### src/rtl/store_seq_pkg.sv
package store_seq_pkg;
    localparam int DATA_W = 16;
    localparam int REG_AW = 3;
    localparam int OFF_W  = 8;
    localparam int OPC_W  = 2;
    localparam logic [OPC_W-1:0] OPC_STORE = 2'b01;

    typedef enum logic [1:0] {
        ST_FETCH = 2'd0,
        ST_ADDR  = 2'd1,
        ST_WRITE = 2'd2
    } seq_state_t;

    // Field positions: opcode [15:14], base [13:11], source [10:8], offset [7:0]
    typedef struct packed {
        logic [OPC_W-1:0]  opc;
        logic [REG_AW-1:0] base;
        logic [REG_AW-1:0] src;
        logic [OFF_W-1:0]  off;
    } insn_t;

    function automatic insn_t split_insn(input logic [DATA_W-1:0] word);
        return insn_t'(word);
    endfunction
endpackage

### src/rtl/store_seq_fsm.sv
module store_seq_fsm
    import store_seq_pkg::*;
#(
    parameter int PC_W = DATA_W
) (
    input  logic            clk,
    input  logic            rst,
    input  logic            is_store,
    output seq_state_t      state,
    output logic [PC_W-1:0] pc
);
    seq_state_t      state_q, state_d;
    logic [PC_W-1:0] pc_q, pc_d;

    always_comb begin
        state_d = state_q;
        pc_d    = pc_q;
        unique case (state_q)
            ST_FETCH: state_d = ST_ADDR;
            ST_ADDR: begin
                if (is_store) begin
                    state_d = ST_WRITE;
                end else begin
                    state_d = ST_FETCH;
                    pc_d    = pc_q + PC_W'(1);
                end
            end
            ST_WRITE: begin
                state_d = ST_FETCH;
                pc_d    = pc_q + PC_W'(1);
            end
            default: state_d = ST_FETCH;
        endcase
    end

    always_ff @(posedge clk) begin
        if (rst) begin
            state_q <= ST_FETCH;
            pc_q    <= '0;
        end else begin
            state_q <= state_d;
            pc_q    <= pc_d;
        end
    end

    assign state = state_q;
    assign pc    = pc_q;
endmodule

### src/rtl/store_seq_agen.sv
module store_seq_agen #(
    parameter int ADDR_W = 16,
    parameter int IMM_W  = 8
) (
    input  logic [ADDR_W-1:0] base,
    input  logic [IMM_W-1:0]  imm,
    output logic [ADDR_W-1:0] ea
);
    localparam int PAD_W = ADDR_W - IMM_W;

    logic [ADDR_W-1:0] imm_ext;

    generate
        if (PAD_W > 0) begin : g_pad
            assign imm_ext = {{PAD_W{1'b0}}, imm};
        end else begin : g_nopad
            assign imm_ext = imm[ADDR_W-1:0];
        end
    endgenerate

    assign ea = base + imm_ext;
endmodule

### src/rtl/store_seq_top.sv
module store_seq_top
    import store_seq_pkg::*;
#(
    parameter logic [OPC_W-1:0] STORE_CODE = OPC_STORE
) (
    input  logic              clk,
    input  logic              rst,
    output logic [DATA_W-1:0] mem_addr,
    output logic [DATA_W-1:0] mem_wdata,
    input  logic [DATA_W-1:0] mem_rdata,
    output logic              mem_we,
    output logic              mem_re,
    output logic [REG_AW-1:0] rf_raddr_src,
    input  logic [DATA_W-1:0] rf_rdata_src,
    output logic [REG_AW-1:0] rf_raddr_base,
    input  logic [DATA_W-1:0] rf_rdata_base
);
    seq_state_t        state;
    logic [DATA_W-1:0] ip_q;
    insn_t             insn;
    logic              is_store;
    logic [DATA_W-1:0] ea;
    logic [DATA_W-1:0] addr_q;
    logic [DATA_W-1:0] data_q;

    // Word returned by memory is valid in the address cycle
    assign insn     = split_insn(mem_rdata);
    assign is_store = (insn.opc == STORE_CODE);

    store_seq_fsm #(.PC_W(DATA_W)) u_fsm (
        .clk      (clk),
        .rst      (rst),
        .is_store (is_store),
        .state    (state),
        .pc       (ip_q)
    );

    store_seq_agen #(.ADDR_W(DATA_W), .IMM_W(OFF_W)) u_agen (
        .base (rf_rdata_base),
        .imm  (insn.off),
        .ea   (ea)
    );

    assign rf_raddr_src  = insn.src;
    assign rf_raddr_base = insn.base;

    always_ff @(posedge clk) begin
        if (rst) begin
            addr_q <= '0;
            data_q <= '0;
        end else if (state == ST_ADDR && is_store) begin
            addr_q <= ea;
            data_q <= rf_rdata_src;
        end
    end

    assign mem_re    = (state == ST_FETCH);
    assign mem_we    = (state == ST_WRITE);
    assign mem_addr  = (state == ST_WRITE) ? addr_q : ip_q;
    assign mem_wdata = data_q;
endmodule

### config.mk
export PLATFORM = sky130hd
export DESIGN_NAME = store_seq_top
export DESIGN_NICKNAME = d
export VERILOG_FILES = /design/src/rtl/store_seq_pkg.sv /design/src/rtl/store_seq_fsm.sv /design/src/rtl/store_seq_agen.sv /design/src/rtl/store_seq_top.sv
export SDC_FILE = /design/constraint.sdc
export NUM_CORES = 1
export LEC_CHECK = 0
export BUFFER_PORTS_ARGS = -buffer_cell sky130_fd_sc_hd__buf_2
export CAP_MARGIN = 15
export CORE_ASPECT_RATIO = 1.5
export CORE_MARGIN = 5
export CORE_UTILIZATION = 55
export CTS_CLUSTER_DIAMETER = 200
export DETAILED_ROUTE_END_ITERATION = 7
export PLACE_DENSITY = 0.82
export SLEW_MARGIN = 20
export SYNTH_ARGS = -nofsm -noshare
export SYNTH_HDL_FRONTEND = slang
export SYNTH_HIERARCHICAL = 1
export SYNTH_SLANG_ARGS = --single-unit
### constraint.sdc
create_clock -name clk -period 5.45 [get_ports clk]
set_input_delay 1.09 -clock clk [delete_from_list [all_inputs] [get_ports clk]]
set_output_delay 1.09 -clock clk [all_outputs]
set_load 0.03 [all_outputs]
==> out/qor.txt <==
Result of the run - finished clean
Final instance area - 0.00349 mm^2
Fmax - 310 MHz
Final setup fails - 0
Most frequent cell after synthesis - nand2b_1
Cts bufs inserted - 5
CP max FO - 17
Root buf cell - clkbuf_8
Largest net degree at the start of global routing - 83
Die ar. - 0.00723 mm^2
RR Startpoint - u_fsm/state[1]
Unique masters post-synth - 47
DP HPWL - 4440 um
Clk buf depth - 2
Core area - 0.00545 mm^2
Via count - 2338
Worst-case clock skew - 4.75 ps
Clk sinks - 50
Critical path class - flop to primary output
ANT cells - 0
Leak - 1.45 nW
Multi-input gate area - 0.00189 mm^2
CTS tree - done
Power density over cell area - 223 mW/mm^2
Cell accounting for the most synthesized area - dfxtp_1
Area growth from synthesis to layout - 13.2%
R2r worst-path depth - 4
Storage cell area - 0.00100 mm^2
Die X - 71.1 um
CP required - 4360 ps
Share of power burned in the clock network - 0.334
Post-Synthesis Cell Area - 0.00308 mm^2
Min-Delay Endpoint - mem_wdata[14]
Beginning of the worst hold path - mem_wdata[14]
NetSw - 0.202 mW
Sw Ratio - 0.260
Worst slew pin tran - 963 ps
Post-route clock period utilization - 0.592
Hold-fix buffers at CTS - 0
Layout cell share with drive strength beyond 1 - 0.297
Post-route minimum period - 3230 ps
CP startpoint - u_fsm/state[0]
Max-Cap Viols - 0
# Post-CTS Setup Buffers - 0
RSZ-0062 raised after global routing - false
Post-place setup slack - 2400 ps
H-tree levels - 2
Synthesized instance count - 321
DRT antenna net count - 0
Register area share after synthesis - 0.325
Final Hold Vio Count - 0
Synth warn - 6
Avg WL per Cell - 13.4 um
Clk Latency, worst-skew pair - 300 ps
Type of element capturing the critical path - primary output
Synth top area share - 0.325
Initial DRC count - 128
Logic pwr share - 0.175
DR pass1 iterations - 4
Dominant synthesized flop cell - dfxtp_1
Cell count of the worst hold path - 2
# resized after CTS - 0
Synth cell count leaders - nand2b_1, dfxtp_1, mux2i_1
Fin worst setup slack - 2220 ps
P_int - 0.576 mW
Share of power burned in registers - 0.491
Worst hold path type - flop to flop
FILL cells - 495
First-pass GRT wire length - 10100 um
GP Congestion - 0.741
Final Total Pwr - 0.778 mW
Total track usage - 0.170
Placed Area - 0.00337 mm^2
Met1 Wirelength - 2460 um
Maximum vdd drop - 0.176 mV
Syn_area_per_cell - 9.59 um^2
Ports - 90
Core Rows - 33
Worst Path Arrival - 2140 ps
FF-to-FF End - u_fsm/pc[15]
GR Overflow Total - 0
Final WL - 6040 um
Routed vias/inst - 5.18
Antenna violations before repair - 0
Slew Limit Fails - 0
Syn_nets - 381
Vias in the first global route - 2288
Buffers added on ports - 77
R2R setup slack - 3460 ps
NumNets Final - 440
Clock Pin Slew Worst Setup and Hold Paths - 90 ps
CP Launch Type - flop
Die extent in y - 102 um
Number of flops mapped to enable cells by yosys - 0
DR WL met2 - 3230 um
Relative slew slack - 0.358
Synth area leaders - dfxtp_1, nand2b_1, mux2i_1
#FFs+latches synth - 50
Ys async rst share - 0
Highest metal used - met4
Starting density of the core - 0.565
DR WL met3 - 281 um
Setup TNS - 0 ps
Number of remaining DRC errors - 0
critical path: stages, from the launching register on:
cell and delay, ps:
dfxtp_1 440, nand2b_1 780, mux2_2 430, buf_2 180
metal layers:
layer  track usage  up-vias
met4        0.0535        0
met5             0        -
met2         0.310       48
met1         0.196     1062
met3        0.0377        7
li1              -     1221
cell families (layout without fill, tap and decap cells):
family | count (synthesis) | count (layout) | share of synthesized area
flops | 50 | 50 | 0.325
mux | 50 | 50 | 0.180
simple gates | 127 | 127 | 0.247
xor+xnor | 19 | 19 | 0.0540
compound gates | 37 | 37 | 0.0882
fa+ha+maj | 10 | 10 | 0.0431
buf+inv | 28 | 88 | 0.0626
cell type report:
cell class	count	area share
timing repair buffer	77	0.111
multi-input combinational	243	0.542
tap	70	0.0251
inverter	3	0.00323
clock inverter	2	0.0108
sequential	50	0.287
clock buffer	6	0.0208
cells in the final DEF, fill, tap and decap left out, drive strengths merged, types with 8 or more instances in the layout:
cell and instances:
a21oi 14, nand2b 66, nand2 9, mux2i 34, xnor2 15, mux2 16
dfxtp 50, buf 77, nand3 8, o21ai 9, nor2 13, ha 9
through the flow:
stage	utilization	hold WS [ps]	std cells
floorplan	-	446	321
global placement	0.618	455	443
detailed placement	0.618	461	443
CTS	0.639	479	451
global route	0.640	500	451
finish	0.640	477	451
state kept, by name (all words and copies together), names as in the netlist:
register,count
mem_wdata,16
u_fsm/pc,16
u_fsm/state,2
addr_q,16
how the worst max path moves through the flow:
stage | end | cells after the start
2_1_floorplan | addr_q[8] | 9
3_3_place_gp | addr_q[8] | 10
3_5_place_dp | addr_q[8] | 10
4_1_cts | mem_addr[15] | 3
5_1_grt | mem_addr[15] | 3
6_report | mem_addr[15] | 3
power by group through the flow:
stage / Clock, mW / Combinational [mW] / Sequential, mW
floorplan: 0 / 0.107 / 0.396
global placement: 0 / 0.134 / 0.390
detailed placement: 0 / 0.138 / 0.391
CTS: 0.267 / 0.138 / 0.382
global route: 0.277 / 0.152 / 0.384
finish: 0.260 / 0.137 / 0.382
No activity file was read; power rests on OpenSTA's default activity.
